`src/rtl/hda_irq_pkg.sv`:
```
package hda_irq_pkg;
  localparam int STS_W     = 32;
  localparam int BYTE_W    = 8;
  localparam int CTRL_POS  = 30;
  localparam int GLOB_POS  = 31;
  // Response-ring bits that raise the controller source.
  localparam int RING_RESP = 0;
  localparam int RING_OVR  = 2;
  // Stream status/control bits that raise a stream source.
  localparam int SD_DONE   = 2;
  localparam int SD_FIFO   = 3;
  localparam int SD_DESC   = 4;

  localparam logic [BYTE_W-1:0] RING_MASK =
    BYTE_W'((1 << RING_RESP) | (1 << RING_OVR));
  localparam logic [BYTE_W-1:0] SD_MASK =
    BYTE_W'((1 << SD_DONE) | (1 << SD_FIFO) | (1 << SD_DESC));

  function automatic logic ring_hit(input logic [BYTE_W-1:0] s,
                                    input logic [BYTE_W-1:0] c);
    return |(s & c & RING_MASK);
  endfunction

  function automatic logic sd_hit(input logic [BYTE_W-1:0] s,
                                  input logic [BYTE_W-1:0] c);
    return |(s & c & SD_MASK);
  endfunction

  function automatic logic line_want(input logic [STS_W-1:0] sts,
                                     input logic [STS_W-1:0] ctl);
    return ctl[GLOB_POS] & (|(sts[GLOB_POS-1:0] & ctl[GLOB_POS-1:0]));
  endfunction
endpackage

```
`src/rtl/hda_irq_ctrl_src.sv`:
```
module hda_irq_ctrl_src
  import hda_irq_pkg::*;
#(
  parameter int CODEC_W = 15
) (
  input  logic [BYTE_W-1:0]  ring_sts,
  input  logic [BYTE_W-1:0]  ring_ctl,
  input  logic [CODEC_W-1:0] codec_chg,
  input  logic [CODEC_W-1:0] wake_en,
  output logic               ctrl_hit
);
  logic ring_src;
  logic chg_src;
  logic wake_src;

  always_comb begin
    ring_src = ring_hit(ring_sts, ring_ctl);
    chg_src  = |codec_chg;
    wake_src = |(codec_chg & wake_en);
    ctrl_hit = ring_src | chg_src | wake_src;
  end
endmodule

```
`src/rtl/hda_irq_strm_src.sv`:
```
module hda_irq_strm_src
  import hda_irq_pkg::*;
#(
  parameter int NS = 8
) (
  input  logic [NS*BYTE_W-1:0] sd_sts,
  input  logic [NS*BYTE_W-1:0] sd_ctl,
  output logic [NS-1:0]        strm_hit
);
  for (genvar n = 0; n < NS; n++) begin : g_sd
    assign strm_hit[n] = sd_hit(sd_sts[n*BYTE_W +: BYTE_W],
                                sd_ctl[n*BYTE_W +: BYTE_W]);
  end
endmodule

```
`src/rtl/hda_irq_line.sv`:
```
module hda_irq_line (
  input  logic clk,
  input  logic rst_n,
  input  logic want,
  output logic irq,
  output logic up_evt,
  output logic dn_evt
);
  logic irq_q;

  assign up_evt = want & ~irq_q;
  assign dn_evt = ~want & irq_q;

  always_ff @(posedge clk or negedge rst_n) begin
    if (!rst_n)      irq_q <= 1'b0;
    else if (up_evt) irq_q <= 1'b1;
    else if (dn_evt) irq_q <= 1'b0;
  end

  assign irq = irq_q;
endmodule

```
`src/rtl/hda_irq_agg.sv`:
```
module hda_irq_agg
  import hda_irq_pkg::*;
#(
  parameter int NUM_IN  = 4,
  parameter int NUM_OUT = 4,
  parameter int CODEC_W = 15
) (
  input  logic                             clk,
  input  logic                             rst_n,
  input  logic [7:0]                       ring_sts,
  input  logic [7:0]                       ring_ctl,
  input  logic [CODEC_W-1:0]               codec_chg,
  input  logic [CODEC_W-1:0]               wake_en,
  input  logic [(NUM_IN+NUM_OUT)*8-1:0]    sd_sts,
  input  logic [(NUM_IN+NUM_OUT)*8-1:0]    sd_ctl,
  input  logic [31:0]                      intr_ctl,
  output logic [31:0]                      int_sts,
  output logic                             irq_line
);
  localparam int NS = NUM_IN + NUM_OUT;

  logic          ctrl_hit;
  logic [NS-1:0] strm_hit;
  logic [31:0]   sts_w;
  logic          want;
  logic          line_up;
  logic          line_dn;

  hda_irq_ctrl_src #(.CODEC_W(CODEC_W)) u_ctrl (
    .ring_sts (ring_sts),
    .ring_ctl (ring_ctl),
    .codec_chg(codec_chg),
    .wake_en  (wake_en),
    .ctrl_hit (ctrl_hit)
  );

  hda_irq_strm_src #(.NS(NS)) u_strm (
    .sd_sts  (sd_sts),
    .sd_ctl  (sd_ctl),
    .strm_hit(strm_hit)
  );

  always_comb begin
    sts_w           = '0;
    sts_w[NS-1:0]   = strm_hit;
    sts_w[CTRL_POS] = ctrl_hit;
    sts_w[GLOB_POS] = ctrl_hit | (|strm_hit);
    want            = line_want(sts_w, intr_ctl);
  end

  hda_irq_line u_line (
    .clk   (clk),
    .rst_n (rst_n),
    .want  (want),
    .irq   (irq_line),
    .up_evt(line_up),
    .dn_evt(line_dn)
  );

  assign int_sts = sts_w;
endmodule

```
`config.mk`:
```
export PLATFORM = sky130hd
export DESIGN_NAME = hda_irq_agg
export DESIGN_NICKNAME = d
export VERILOG_FILES = /design/src/rtl/hda_irq_pkg.sv /design/src/rtl/hda_irq_ctrl_src.sv /design/src/rtl/hda_irq_strm_src.sv /design/src/rtl/hda_irq_line.sv /design/src/rtl/hda_irq_agg.sv
export SDC_FILE = /design/constraint.sdc
export NUM_CORES = 1
export LEC_CHECK = 0
export BUFFER_PORTS_ARGS = -buffer_cell sky130_fd_sc_hd__buf_4
export CAP_MARGIN = 25
export CELL_PAD_IN_SITES_DETAIL_PLACEMENT = 0
export CELL_PAD_IN_SITES_GLOBAL_PLACEMENT = 2
export CORE_AREA = 2 2 93 95
export DETAILED_ROUTE_END_ITERATION = 8
export DIE_AREA = 0 0 95 97
export HOLD_SLACK_MARGIN = 0.1
export PLACE_DENSITY = 0.95
export SETUP_SLACK_MARGIN = 0.4
export SYNTH_ARGS = -nofsm -noshare
export SYNTH_HDL_FRONTEND = slang
export SYNTH_HIERARCHICAL = 1
export SYNTH_SLANG_ARGS = --single-unit
export TNS_END_PERCENT = 30
```
`constraint.sdc`:
```
create_clock -name clk -period 1.45 [get_ports clk]
set_input_delay 0.2175 -clock clk [delete_from_list [all_inputs] [get_ports clk]]
set_output_delay 0.2175 -clock clk [all_outputs]
set_load 0.01 [all_outputs]
```
Word level (Yosys, flattened, before mapping):

Index checks and enable logic that the tools add are counted.
Widths: inputs -> output; s select.

* bits in latches: 0
* ROM bits: 0
* memory bits (writable): 0
* register bits: 1
* output and inout bits: 33
* memories: 0

* reduce and logical (&&, ||, !) cells: 14
* $lt $le $gt $ge: 0
* mux-type cells: 2
* bitwise gates (word level): 19
* shift operators: 0
* divide/modulo/power cells: 0
* add/subtract/negate cells: 0
* $mul: 0
* equal/unequal tests: 0

Operator list (number)
* $and 5x5->5: 8
* $and 31x31->31: 1
* $reduce_or 31->1: 1
* $reduce_or 15->1: 2
* $reduce_or 24->1: 1
* $reduce_or 3->1: 8
* $and 15x15->15: 1
* $and 1x1->1: 3
* $and 3x3->3: 1
* $or 1x1->1: 3
* $mux 1: 2
* $not 1->1: 2
* $reduce_bool 2->1: 1
* $reduce_or 2->1: 1

Depth between registers and ports, before layout:

* depth after elaboration: 11
* depth in mapped cells: 8

Modules after synthesis:

The synthesis kept the hierarchy.

By module, submodules not included
* hda_irq_agg: times used 1, area an instance 247.7 µm², cells an instance 34, seq. area each 0.0 µm²
* hda_irq_strm_src: times used 1, area an instance 110.1 µm², cells an instance 16, seq. area each 0.0 µm²
* hda_irq_line: times used 1, area an instance 72.6 µm², cells an instance 6, seq. area each 25.0 µm²
* hda_irq_ctrl_src: times used 1, area an instance 63.8 µm², cells an instance 9, seq. area each 0.0 µm²

Least setup slack after synthesis:

No wires, ideal clock.

* path type: input to register
* from: input port sd_sts[18]
* to: register u_line.irq_q, in the netlist u_line/irq
* slack: -0.447 ns
* stages on the path: 8
* required time: 1.325 ns
* arrival: 1.772 ns
* buffers on the path: 0
* path through: a222oi_1 > inv_1 > a22o_1 > a221oi_2 > a31oi_1 > inv_1 > ha_1 > mux2_4

* longest elaborated chain between the ends: 8

RTL lines
* start: declaration: line hda_irq_agg.sv:14 `input logic [(NUM_IN+NUM_OUT)*8-1:0] sd_sts,`
* $and 5x5->5 *: line hda_irq_pkg.sv:26 `return |(s & c & SD_MASK);`
* $reduce_or 3->1 *: line hda_irq_pkg.sv:26
* via int_sts[2]: line hda_irq_agg.sv:17 `output logic [31:0] int_sts,`
* $and 31x31->31 *: line hda_irq_pkg.sv:31 `return ctl[GLOB_POS] & (|(sts[GLOB_POS-1:0] & ctl[GLOB_POS-1:0]));`
* $reduce_or 31->1 *: line hda_irq_pkg.sv:31
* $and 1x1->1 *: line hda_irq_pkg.sv:31
* via want: line hda_irq_agg.sv:25 `logic want;`
* $not 1->1: line hda_irq_line.sv:12 `assign dn_evt = ~want & irq_q;`
* $and 1x1->1: line hda_irq_line.sv:12
* $reduce_bool 2->1 (no source line)
* end signal: assignment: line hda_irq_line.sv:15 `if (!rst_n) irq_q <= 1'b0;`
* end signal: assignment: line hda_irq_line.sv:16 `else if (up_evt) irq_q <= 1'b1;`
* end signal: assignment: line hda_irq_line.sv:17 `else if (dn_evt) irq_q <= 1'b0;`
* end: declaration: line hda_irq_line.sv:9 `logic irq_q;`

Mark *: on every way through the listed nets, which the timed path passes. The rest lies on a longest branch.
A chain may end at the register's enable or synchronous reset.

Worst setup path in the final report:

* from: input port codec_chg[7]
* to: register u_line.irq_q, in the netlist u_line/irq

* longest elaborated chain between the ends: 9

RTL lines
* start: declaration: line hda_irq_agg.sv:12 `input logic [CODEC_W-1:0] codec_chg,`
* $reduce_or 15->1 or $and 15x15->15 (tied branches): line hda_irq_ctrl_src.sv:18, hda_irq_ctrl_src.sv:19
* $or 1x1->1 or $reduce_or 15->1 (tied branches): line hda_irq_ctrl_src.sv:20, hda_irq_ctrl_src.sv:19
* $or 1x1->1 *: line hda_irq_ctrl_src.sv:20 `ctrl_hit = ring_src | chg_src | wake_src;`
* $and 31x31->31 *: line hda_irq_pkg.sv:31
* $reduce_or 31->1 *: line hda_irq_pkg.sv:31
* $and 1x1->1 *: line hda_irq_pkg.sv:31
* via want: line hda_irq_agg.sv:25
* $not 1->1: line hda_irq_line.sv:12
* $and 1x1->1: line hda_irq_line.sv:12
* $reduce_bool 2->1 (no source line)

Marked as above.

==> metrics.txt <==
n_diodes=0; vias in the first global route=a little under 900; final setup fails=4; top-count cell post-synth=buf_4; Die H=about 97 µm; top cell type's share of synthesized area=between 30% and 40%; CP Launch Point=codec_chg[7]; Leak Pwr=between 0.7 and 0.8 nW; num rows=33; HPWL after DPL=~2.8 mm; top_reg_cell synth=dfrtp_1; Post-synth EDFFs=0; Synth Warn #=6; post-synth top area cell=buf_4; status=finished, violations left; Ports=241; peak supply drop=0.102 mV; DIE WIDTH=roughly 95 µm; FMAX=around 470 MHz; capture instance of the worst register-to-register path=u_line/irq; Die ar.=between 9000 and 10000 µm²; port bufs=94; vias per cell=~3.3; Worst Reg2Reg Path Length in Cells=2; RSZ-0062 raised after global routing=yes; WS Path Type=in2reg; CP cell instances=buf_4 -> nor4_2 -> and4_1 -> nand4_1 -> a221oi_2 -> a31oi_1 -> inv_1 -> ha_4 -> mux2_4; pin count of the biggest net entering global routing=5; CP arrival=1.99 ns; layout cells sized above 1=a little under 70%; Critical-path top delay cell=a221oi_2; gr usage total=5.73%; Stages on worst setup path=9; skew final=0 ns; number of distinct library cells after synthesis=17; total power=0.561 mW; # nets final=roughly 380; Starting Density=~6.1%; Iter 0 DRT Violations=24; DR vias=roughly 910; Period Utilization, post-route=146%; Worst Setup Slack, final=-0.665 ns; CP Capture Type=register; CP top delay family=simple AND/OR/NAND/NOR gates; Std-Cell Core Area=8130 µm²; DRT Pass-1 Iters=4; synthesized area=approximately 490 µm²; Post-Route Utilization=a little under a fifth; critical path endpoint=u_line/irq; CP peak stage delay=a little under 0.3 ns; Avg WL per Cell=about 11 µm; ys async rst share=100%; synth cell count leaders=buf_4, inv_1, a222oi_1, nor4_1, a22oi_1; CTS clk-pin slew, worst paths=0 ns; max_cap viols=0; worst skew pair latency=0 ns; failing checks=setup timing; max reg flops=1; Seq/Total Area, Yosys=~5.1%; wire length after detailed routing=approximately 3.1 mm; P&R area growth vs syn=213%; synthesized instance count=65; fin area=approximately 1500 µm²; top cells by area, synth=buf_4, a222oi_1, inv_1, dfrtp_1, ha_1; Placer Congestion=around 0.71; Final Hold Fails=0; r2r startpoint=u_line/irq; CP Launch Type=input port; Hold Crit Class=in2async; post-route antenna net violation count=0; grt ovf=0; Post-Place Cell Area=roughly 1300 µm²; Post-route DRC=0; FF+latch count, synth=1; Buf+Inv Stages, Crit Path=2; P per Cell Area=around 360 nW/µm²; max-slew violation count=0; Crit path required time=1.32 ns; initial antenna violation count=0; CP Max Fanout=2; syn_area_per_cell=7.60 µm²; min cycle time layout=roughly 2.1 ns; first-pass GRT wire length=4.19 mm; Register-to-Register Setup Slack=approximately 0.32 ns
==> cell families (layout without fill, tap and decap cells) <==
| family | Yosys count | count (layout) | share of synthesized area, % |
|---|---|---|---|
| compound gates | 16 | 16 | 30.9 |
| simple gates | 10 | 10 | 11.9 |
| fa+ha+maj | 2 | 2 | 5.06 |
| buf+inv | 34 | 120 | 43.3 |
| mux | 1 | 1 | 3.04 |
| other cells | 1 | 22 | 0.759 |
| flops | 1 | 1 | 5.06 |
==> per-stage QoR <==
step	hold WS (ns)	cells	worst slack (ns)	setup TNS, ns
4_1_cts	0.566	276	-0.699	-1.19
3_5_place_dp	-0.00291	274	-0.772	-1.44
2_1_floorplan	-0.0781	86	-0.412	-0.412
6_report	0.577	277	-0.665	-1.24
3_3_place_gp	-0.00597	274	-0.726	-1.46
5_1_grt	0.594	277	-0.850	-1.76
==> final cells by class <==
class	count	area (µm²)
fill	910	6590
timing repair buffer	109	956
multi-input combinational	51	389
tap	105	131
inverter	11	43.8
sequential	1	25.0
==> report_power, final <==
part           switching (mW)  internal (mW)
Combinational           0.174          0.323
Sequential             0.0224         0.0414
Clock                       0              0
==> cells in the final DEF, fill, tap and decap left out, drive strengths merged <==
cell type	instances
mux2	1
dlygate4sd3	1
ha	2
a221oi	1
dfrtp	1
buf	108
inv	11
nor4	4
a22oi	3
a22o	1
conb	22
nor3	2
a31oi	1
nand3	1
and4	1
nand4	1
nor2	1
a222oi	10
==> what timing repair did <==
| action | 4_1_cts | 5_1_grt |
|---|---|---|
| endpoints found under the hold margin | 1 | 0 |
| hold buffers | 1 | 0 |
| buffers inserted | 1 | 1 |
| resized for setup | 33 | 12 |
| setup endpoints to repair | 11 | 11 |
| pin swaps | 13 | 13 |
==> per-layer routing <==
layer / GRT usage (%) / vias to the layer above / routed length [µm]
met5: 0 / - / 0
met4: 0 / 0 / 0
met3: 1.17 / 0 / 442
met2: 11.3 / 85 / 1590
met1: 6.51 / 400 / 1110
li1: - / 423 / -
==> how the worst min path moves through the flow <==
stage,startpoint,endpoint,cells past startpoint
2_1_floorplan,rst_n,u_line/irq,0
3_3_place_gp,rst_n,u_line/irq,1
3_5_place_dp,rst_n,u_line/irq,1
4_1_cts,rst_n,u_line/irq,2
5_1_grt,rst_n,u_line/irq,2
6_report,rst_n,u_line/irq,2
Note: power is estimated with default switching activity, not from simulation.
